$ cat config.mk
export PLATFORM = sky130hd
export DESIGN_NAME = tiled_view_addr
export DESIGN_NICKNAME = d
export VERILOG_FILES = /design/src/rtl/tva_pkg.sv /design/src/rtl/tva_geom.sv /design/src/rtl/tva_xform.sv /design/src/rtl/tva_stage.sv /design/src/rtl/tiled_view_addr.sv
export SDC_FILE = /design/constraint.sdc
export NUM_CORES = 1
export LEC_CHECK = 0
export BUFFER_PORTS_ARGS = -buffer_cell sky130_fd_sc_hd__buf_2
export CAP_MARGIN = 20
export CORE_UTILIZATION = 30
export DETAILED_ROUTE_END_ITERATION = 8
export PLACE_DENSITY = 0.51
export SETUP_SLACK_MARGIN = 0.3
export SKIP_LAST_GASP = 1
export SLEW_MARGIN = 5
export SYNTH_ARGS = -nofsm -noshare
export SYNTH_HDL_FRONTEND = slang
export SYNTH_SLANG_ARGS = --single-unit
$ cat constraint.sdc
create_clock -name clk_i -period 3.7 [get_ports clk_i]
set_input_delay 0.185 -clock clk_i [delete_from_list [all_inputs] [get_ports clk_i]]
set_output_delay 0.185 -clock clk_i [all_outputs]
set_load 0.05 [all_outputs]
$ cat src/rtl/tva_pkg.sv
package tva_pkg;
  typedef enum logic [1:0] {
    FMT_B8   = 2'd0,
    FMT_B16  = 2'd1,
    FMT_B32  = 2'd2,
    FMT_RSVD = 2'd3
  } fmt_e;

  typedef struct packed {
    logic x_sh;
    logic y_sh;
    logic rsvd;
  } geom_t;

  function automatic geom_t geom_of(logic [1:0] f);
    geom_t g;
    unique case (fmt_e'(f))
      FMT_B8:  g = '{x_sh: 1'b0, y_sh: 1'b0, rsvd: 1'b0};
      FMT_B16: g = '{x_sh: 1'b0, y_sh: 1'b1, rsvd: 1'b0};
      FMT_B32: g = '{x_sh: 1'b1, y_sh: 1'b1, rsvd: 1'b0};
      default: g = '{x_sh: 1'b0, y_sh: 1'b0, rsvd: 1'b1};
    endcase
    return g;
  endfunction
endpackage

$ cat src/rtl/tva_geom.sv
module tva_geom import tva_pkg::*; #(
  parameter int W_BITS = 14,
  parameter int H_BITS = 13
) (
  input  logic [1:0]        fmt_i,
  output logic [W_BITS-1:0] mask_x_o,
  output logic [H_BITS-1:0] mask_y_o,
  output logic              x_sh_o,
  output logic              y_sh_o,
  output logic              rsvd_o
);
  geom_t g;
  logic [W_BITS-1:0] ones_x;
  logic [H_BITS-1:0] ones_y;

  always_comb begin
    g        = geom_of(fmt_i);
    ones_x   = '1;
    ones_y   = '1;
    x_sh_o   = g.x_sh;
    y_sh_o   = g.y_sh;
    rsvd_o   = g.rsvd;
    mask_x_o = ones_x >> g.x_sh;
    mask_y_o = ones_y >> g.y_sh;
  end
endmodule

$ cat src/rtl/tva_xform.sv
module tva_xform #(
  parameter int W_BITS = 14,
  parameter int H_BITS = 13,
  parameter int ADDR_W = 32,
  localparam int OFF_W = W_BITS + H_BITS,
  localparam int PK_W  = ADDR_W - 5
) (
  input  logic [1:0]        fmt_i,
  input  logic [2:0]        orient_i,
  input  logic [W_BITS-1:0] x_i,
  input  logic [H_BITS-1:0] y_i,
  input  logic [W_BITS-1:0] mask_x_i,
  input  logic [H_BITS-1:0] mask_y_i,
  input  logic              x_sh_i,
  input  logic              y_sh_i,
  input  logic              rsvd_i,
  output logic [ADDR_W-1:0] addr_o,
  output logic [ADDR_W-1:0] stride_o,
  output logic              invalid_o
);
  logic              bad;
  logic [W_BITS-1:0] xm;
  logic [H_BITS-1:0] ym;
  logic [OFF_W-1:0]  x_ext, y_ext, off, packed_off;
  logic [1:0]        align;
  logic [ADDR_W-1:0] stride_raw;

  always_comb begin
    bad   = rsvd_i | (x_i > mask_x_i) | (y_i > mask_y_i);
    xm    = orient_i[0] ? (mask_x_i - x_i) : x_i;
    ym    = orient_i[1] ? (mask_y_i - y_i) : y_i;
    x_ext = OFF_W'(xm);
    y_ext = OFF_W'(ym);
    if (orient_i[2])
      off = (y_sh_i ? (x_ext << (H_BITS - 1)) : (x_ext << H_BITS)) + y_ext;
    else
      off = (x_sh_i ? (y_ext << (W_BITS - 1)) : (y_ext << W_BITS)) + x_ext;
    align      = {1'b0, x_sh_i} + {1'b0, y_sh_i};
    packed_off = off << align;
    stride_raw = orient_i[2] ? ((ADDR_W'(1) << H_BITS) << x_sh_i)
                             : ((ADDR_W'(1) << W_BITS) << y_sh_i);
    invalid_o  = bad;
    addr_o     = bad ? '0 : {orient_i, fmt_i, PK_W'(packed_off)};
    stride_o   = bad ? '0 : stride_raw;
  end
endmodule

$ cat src/rtl/tva_stage.sv
module tva_stage #(
  parameter int PW = 8
) (
  input  logic          clk_i,
  input  logic          rst_ni,
  input  logic          in_valid_i,
  output logic          in_ready_o,
  input  logic [PW-1:0] data_i,
  output logic          out_valid_o,
  input  logic          out_ready_i,
  output logic [PW-1:0] data_o
);
  logic          vld_q;
  logic [PW-1:0] data_q;

  assign in_ready_o  = ~vld_q | out_ready_i;
  assign out_valid_o = vld_q;
  assign data_o      = data_q;

  always_ff @(posedge clk_i or negedge rst_ni) begin
    if (!rst_ni) begin
      vld_q  <= 1'b0;
      data_q <= '0;
    end else if (in_ready_o) begin
      vld_q <= in_valid_i;
      if (in_valid_i) data_q <= data_i;
    end
  end


  stall_hold_chk: assert property (@(posedge clk_i) disable iff (!rst_ni)
    vld_q && !out_ready_i |=> vld_q && $stable(data_q));

  drain_chk: assert property (@(posedge clk_i) disable iff (!rst_ni)
    in_ready_o && !in_valid_i |=> !vld_q);
endmodule

$ cat src/rtl/tiled_view_addr.sv
module tiled_view_addr #(
  parameter int W_BITS = 14,
  parameter int H_BITS = 13,
  parameter int ADDR_W = 32
) (
  input  logic              clk_i,
  input  logic              rst_ni,
  input  logic              in_valid_i,
  output logic              in_ready_o,
  input  logic [1:0]        fmt_i,
  input  logic [2:0]        orient_i,
  input  logic [W_BITS-1:0] x_i,
  input  logic [H_BITS-1:0] y_i,
  output logic              out_valid_o,
  input  logic              out_ready_i,
  output logic [ADDR_W-1:0] addr_o,
  output logic [ADDR_W-1:0] stride_o,
  output logic              invalid_o
);
  localparam int PW = 2 * ADDR_W + 1;

  logic [W_BITS-1:0] mask_x;
  logic [H_BITS-1:0] mask_y;
  logic              x_sh, y_sh, rsvd;
  logic [ADDR_W-1:0] c_addr, c_stride;
  logic              c_inv;
  logic [PW-1:0]     res_d, res_q;

  tva_geom #(.W_BITS(W_BITS), .H_BITS(H_BITS)) u_geom (
    .fmt_i(fmt_i), .mask_x_o(mask_x), .mask_y_o(mask_y),
    .x_sh_o(x_sh), .y_sh_o(y_sh), .rsvd_o(rsvd)
  );

  tva_xform #(.W_BITS(W_BITS), .H_BITS(H_BITS), .ADDR_W(ADDR_W)) u_xform (
    .fmt_i(fmt_i), .orient_i(orient_i), .x_i(x_i), .y_i(y_i),
    .mask_x_i(mask_x), .mask_y_i(mask_y), .x_sh_i(x_sh), .y_sh_i(y_sh),
    .rsvd_i(rsvd), .addr_o(c_addr), .stride_o(c_stride), .invalid_o(c_inv)
  );

  assign res_d = {c_inv, c_stride, c_addr};

  tva_stage #(.PW(PW)) u_stage (
    .clk_i(clk_i), .rst_ni(rst_ni), .in_valid_i(in_valid_i),
    .in_ready_o(in_ready_o), .data_i(res_d), .out_valid_o(out_valid_o),
    .out_ready_i(out_ready_i), .data_o(res_q)
  );

  assign addr_o    = res_q[ADDR_W-1:0];
  assign stride_o  = res_q[2*ADDR_W-1:ADDR_W];
  assign invalid_o = res_q[PW-1];


  latency_chk: assert property (@(posedge clk_i) disable iff (!rst_ni)
    in_valid_i && in_ready_o |=> out_valid_o);

  tag_chk: assert property (@(posedge clk_i) disable iff (!rst_ni)
    in_valid_i && in_ready_o |=> invalid_o ||
      (addr_o[ADDR_W-1 -: 3] == $past(orient_i) && addr_o[ADDR_W-4 -: 2] == $past(fmt_i)));

  rsvd_chk: assert property (@(posedge clk_i) disable iff (!rst_ni)
    in_valid_i && in_ready_o && fmt_i == 2'd3 |=> invalid_o);

  zero_chk: assert property (@(posedge clk_i) disable iff (!rst_ni)
    out_valid_o && invalid_o |-> addr_o == '0 && stride_o == '0);

  stride_chk: assert property (@(posedge clk_i) disable iff (!rst_ni)
    out_valid_o && !invalid_o |-> $countones(stride_o) == 1);

  stall_ready_chk: assert property (@(posedge clk_i) disable iff (!rst_ni)
    out_valid_o && !out_ready_i |=> out_valid_o && $stable(addr_o) && $stable(stride_o));
endmodule

# Yosys cells after proc, flatten, opt, wreduce, memory -nomap -nowiden
# Cells that the tools add are included.
[classes]
addsub = 5
magnitude_cmp = 2
eq_ne = 2
shift = 5
muxes = 9
bitwise = 4
n_reduce_logical = 2
[ops]
columns = ["cell", "count"]
rows = [
  ["$mux 32", 3],
  ["$mux 27", 3],
  ["$shl 14x1->32 const A", 1],
  ["$shl 15x1->32 const A", 1],
  ["$add 27x13->27", 1],
  ["$add 27x14->27", 1],
  ["$shl 27x2->27", 1],
  ["$gt 14x14->1", 1],
  ["$mux 14", 1],
  ["$shr 14x1->14 const A", 1],
  ["$sub 14x14->14", 1],
  ["$gt 13x13->1", 1],
  ["$mux 13", 1],
  ["$shr 13x1->13 const A", 1],
  ["$sub 13x13->13", 1],
  ["$pmux 3 s3", 1],
  ["$or 1x1->1", 3],
  ["$add 1x1->2", 1],
  ["$eq 2x1->1 const B", 1],
  ["$eq 2x2->1 const B", 1],
  ["$logic_not 2->1", 1],
  ["$reduce_and 2->1", 1],
  ["$not 1->1", 1],
]
[totals]
reg_bits = 66
inputBits = 36
word_cells = 31

# Depth between registers and ports, before layout
[logic_depth]
ltp_word = 10
mapped_depth = 15
ltp_nobuf = 14

# By module
# Synthesis repeated with hierarchy kept, for this count alone.
[hier_totals]
cells_unflattened = 826
hier_area_um2 = 7474.7
[modules_own_cells]
columns = ["module", "instances", "cells_each", "area_each_um2"]
rows = [
  ["tva_xform", 1, 653, 4506.8],
  ["tva_stage", 1, 141, 2727.6],
  ["tva_geom", 1, 32, 240.2],
]

# Worst setup path before layout
# OpenSTA, ideal clock, no wires.
[synth_path]
path_kind = "in2reg"
startpoint = "input fmt_i[0]"
endpoint = "register u_stage.data_q[22], in the netlist u_stage.data_o[22]"
setup_time_ns = 0.122
t_arrival_ns = 3.556
setup_slack_ns = 0.023
cell_stages = 15
path_buffers = 3
path_cell_list = "inv_1 ha_1 buf_4 buf_2 clkbuf_1 mux2i_1 xnor2_1 ha_1 nor2b_1 mux2i_1 or4b_4 a21oi_2 nor4b_2 a221o_1 a32o_1"
[synth_between]
elab_chain_len = 10
word_cells_on_any_way = 22
[synth_rtl]
columns = ["element", "line", "text"]
rows = [
  ["from (decl)", "tiled_view_addr.sv:10", "input logic [1:0] fmt_i,"],
  ["$eq 2x2->1, or another cell as far along", "tva_pkg.sv:17", "unique case (fmt_e'(f))"],
  ["$pmux 3 s3 (*)", "tva_pkg.sv:17", ""],
  ["$shr 14x1->14 / $shr 13x1->13 (equally long branches)", "tva_geom.sv:23, tva_geom.sv:24", ""],
  ["$sub 14x14->14 / $sub 13x13->13 (equally long branches)", "tva_xform.sv:30, tva_xform.sv:31", ""],
  ["$mux 14 / $mux 13 (equally long branches)", "tva_xform.sv:30, tva_xform.sv:31", ""],
  ["$mux 27 (on tied branches)", "tva_xform.sv:35, tva_xform.sv:37", ""],
  ["$add 27x13->27 / $add 27x14->27 (equally long branches)", "tva_xform.sv:35, tva_xform.sv:37", ""],
  ["$mux 27", "tva_xform.sv:34", "if (orient_i[2])"],
  ["$shl 27x2->27", "tva_xform.sv:39", "packed_off = off << align;"],
  ["$mux 32 (*)", "tva_xform.sv:43", "addr_o = bad ? '0 : {orient_i, fmt_i, PK_W'(packed_off)};"],
  ["to (signal assigned)", "tva_stage.sv:26", "if (in_valid_i) data_q <= data_i;"],
  ["to (decl)", "tva_stage.sv:14", "logic [PW-1:0] data_q;"],
]
# Every way passes the cells marked *; elsewhere a longest branch is shown, timed or not.
# A chain may end at the register's enable or synchronous reset.

# Worst setup path after layout
# Ends and elaborated chain as after synthesis.

==> impl_metrics.toml <==
[status]
outcome = "complete, no violations"

[power_and_ir_drop]
peakVddDrop_mv = 0.1708
p_leak_uw = 0.002272
p_per_area_mw_per_mm2 = 370.4

[route]
first_iter_violations = 278
drc = 0
wl_per_cell_um = 17.80
antenna_left = 0
routed_wirelength_mm = 13.94
drt_first_pass_iters = 5
via_per_inst = 5.323
vias = 4168

[floorplan]
core_area_sq_mm = 0.01459
fp.dieW_um = 124.5
start_util_pct = 30.84
die_area_sq_mm = 0.01549
pin_count = 103
die_h_um = 124.5
rows = 44

[clock_network]
clk_latency_ps = 280
cts_root_buf = "clkbuf_16"
postCtsHoldBufs = 0
clk_pin_slew_ps = 50
clock_path_buffers = 2
h-tree-depth = 2
cts_buffers = 5
cts_tree = "yes"
clock_sinks = 37

[yosys]
yosys_warnings = 0
synthCells = 545
synth_top_family_by_area = "compound AO/OA/AOI/OAI gates"
synthTopCellsByArea = "dfrtp_1 (21%), mux2i_1 (13%), buf_4 (5.0%)"
synthXorXnorAreaFrac_pct = 8.398
yosysTopAreaCell = "dfrtp_1"
synth_area_per_cell_sq_um = 8.256
synthAdderAreaFrac_pct = 2.781
synth_common_cells = "mux2i_1 (58), nand2_1 (51), dfrtp_1 (37)"
synthesis.area_sq_mm = 0.004499
synth_most_common_cell = "mux2i_1"
synthSimpleGateAreaFrac_pct = 20.02
post-synth-top-area-fraction_pct = 20.58
ys.flop_type = "dfrtp_1"
synth-seq-cells = 37
yosysSeqAreaShare_pct = 20.58
synth-edff-count = 0
synth-async-reset-ratio_pct = 100.0
synth.area.mux_share_pct = 16.80
synth-compound-area-share_pct = 21.33
ys_types = 78

[finish]
drive_gt1_share_pct = 22.70
final_cell_area_sq_mm = 0.005150
antenna_cells = 0
nFillCells = 1511
final_nets = 644
area_growth_pct = 14.46

[sta]
relSlewSlack_pct = 44.62
finClkSkew_ps = 3.130
slew_viol_final = 0
setup_viol_count_final = 0
worstMarginPinSlew_ps = 830.7
min_period_over_period_pct = 88.55
rsz0062_at_grt = "false"
hold_viol = 0
finalCriticalPeriod_ps = 3276
tns_ps = 0
max_freq_mhz = 305.2

[critical_path]
reg2reg_depth = 4
start_kind = "primary input"
cp-end-kind = "flop"
r2r_start = "u_stage.out_valid_o"
r2r_end = "u_stage.data_o[21]"
reg2reg_setup_slack_ps = 1580
crit_type = "in -> reg"
cp.required_ps = 3860
critical_path_arrival_ps = 3440
critPathMaxFanout = 7

[global_route]
top_usage_layer = "met2"
grt_overflow_total = 0
grt_pass1_vias = 3913
grtUsageMet3_pct = 2.320
use_met2_pct = 29.05
antenna_found_initial = 0
grt.total_usage_pct = 17.71
grt_pass1_wl_mm = 21.90
use_met1_pct = 24.45
grt_start_max_net_pins = 38

[placement]
place_area_sq_mm = 0.004943
gp_congestion = 0.8986
numPortBuffers = 73
dpl.hpwl_mm = 11.04

[worst_hold_path]
hold_path_class = "in -> async"

[job]
max_cap_viol_count = 0
[where the power goes]
| group | internal (uW) | total, uW | switching (uW) |
|---|---|---|---|
| sequential | 461 | 493 | 32.0 |
| clock | 336 | 492 | 156 |
| combinational | 279 | 922 | 644 |
| total | 1080 | 1910 | 831 |
[layout make-up]
type / instances / area, sq um / area share [%]
Multi-Input combinational cell: 452 / 3274 / 63.58
Clock inverter: 1 / 30.03 / 0.5831
Inverter: 10 / 38.79 / 0.7532
Clock buffer: 7 / 142.6 / 2.770
Tap cell: 184 / 230.2 / 4.470
Timing Repair Buffer: 92 / 508.0 / 9.864
Sequential cell: 37 / 925.9 / 17.98
[how the worst max path moves through the flow]
| stage | from | cells after the start | end | slack (ps) |
|---|---|---|---|---|
| floorplan | fmt_i[0] | 15 | u_stage.data_o[22] | 310 |
| global placement | fmt_i[0] | 15 | u_stage.data_o[22] | 180 |
| detailed placement | fmt_i[0] | 15 | u_stage.data_o[24] | 80 |
| CTS | fmt_i[0] | 15 | u_stage.data_o[24] | 360 |
| global route | fmt_i[0] | 15 | u_stage.data_o[22] | 290 |
| finish | fmt_i[0] | 15 | u_stage.data_o[22] | 420 |
[layer usage]
layer  vias to the layer above  share of wire [%]
li1                       2047                  -
met1                      1978                 48
met2                       128                 46
met3                        15                4.9
met4                         0                1.5
met5                         -                  0
[critical path, cell delays in order]
cell and delay, ps:
buf_2 110, inv_1 70, ha_1 320, ha_1 300, nand2b_1 180, nand2_1 110
ha_2 230, ha_4 180, nor2b_1 200, mux2i_2 120, or4b_4 540, a21oi_2 200
nor4b_4 80, a221o_1 360, a32o_1 240
[cell usage in the layout (no fill, tap or decap), types with 8 or more instances in the layout]
| master | count |
|---|---|
| a22o_1 | 10 |
| o21ai_0 | 34 |
| a31oi_1 | 12 |
| dfrtp_1 | 37 |
| ha_1 | 8 |
| nand2b_1 | 11 |
| mux2_2 | 13 |
| a21oi_1 | 13 |
| buf_2 | 73 |
| conb_1 | 29 |
| nor3_1 | 8 |
| mux2i_1 | 57 |
| xnor2_1 | 24 |
| nand2_1 | 51 |
| xor2_1 | 14 |
| buf_4 | 19 |
| nor2_1 | 28 |
| nand3_1 | 8 |
| nand3b_1 | 9 |
[sequential cells by signal, indices dropped and copies added, names as in the netlist]
register             cells
u_stage.data_o          36
u_stage.out_valid_o      1
[kinds of logic (layout without fill, tap and decap cells)]
kind of cell             Yosys count  after routing
flip-flops                        37             37
multiplexers                      73             73
adder cells (fa/ha/maj)           10             10
buffers and inverters             84            110
other                              1             29
AO/OA/AOI/OAI                    133            133
XOR/XNOR                          40             40
AND/OR/NAND/NOR                  167            167
[stage by stage]
step	util, %	power, uW	hold slack [ps]	setup WS (ps)	instances
3_5_place_dp	33.89	1413	330.8	82.24	775
5_1_grt	35.30	2009	72.64	289.7	783
3_3_place_gp	33.89	1406	326.4	184.0	775
6_report	35.30	1908	8.785	423.8	783
4_1_cts	35.07	1909	35.40	359.1	783
2_1_floorplan	-	1204	-110.6	308.5	573
[timing repair]
action,CTS,global route
resized for setup,0,4
setup endpoints to repair,0,9
buffers inserted,0,0
(Power assumes the default switching activity.)
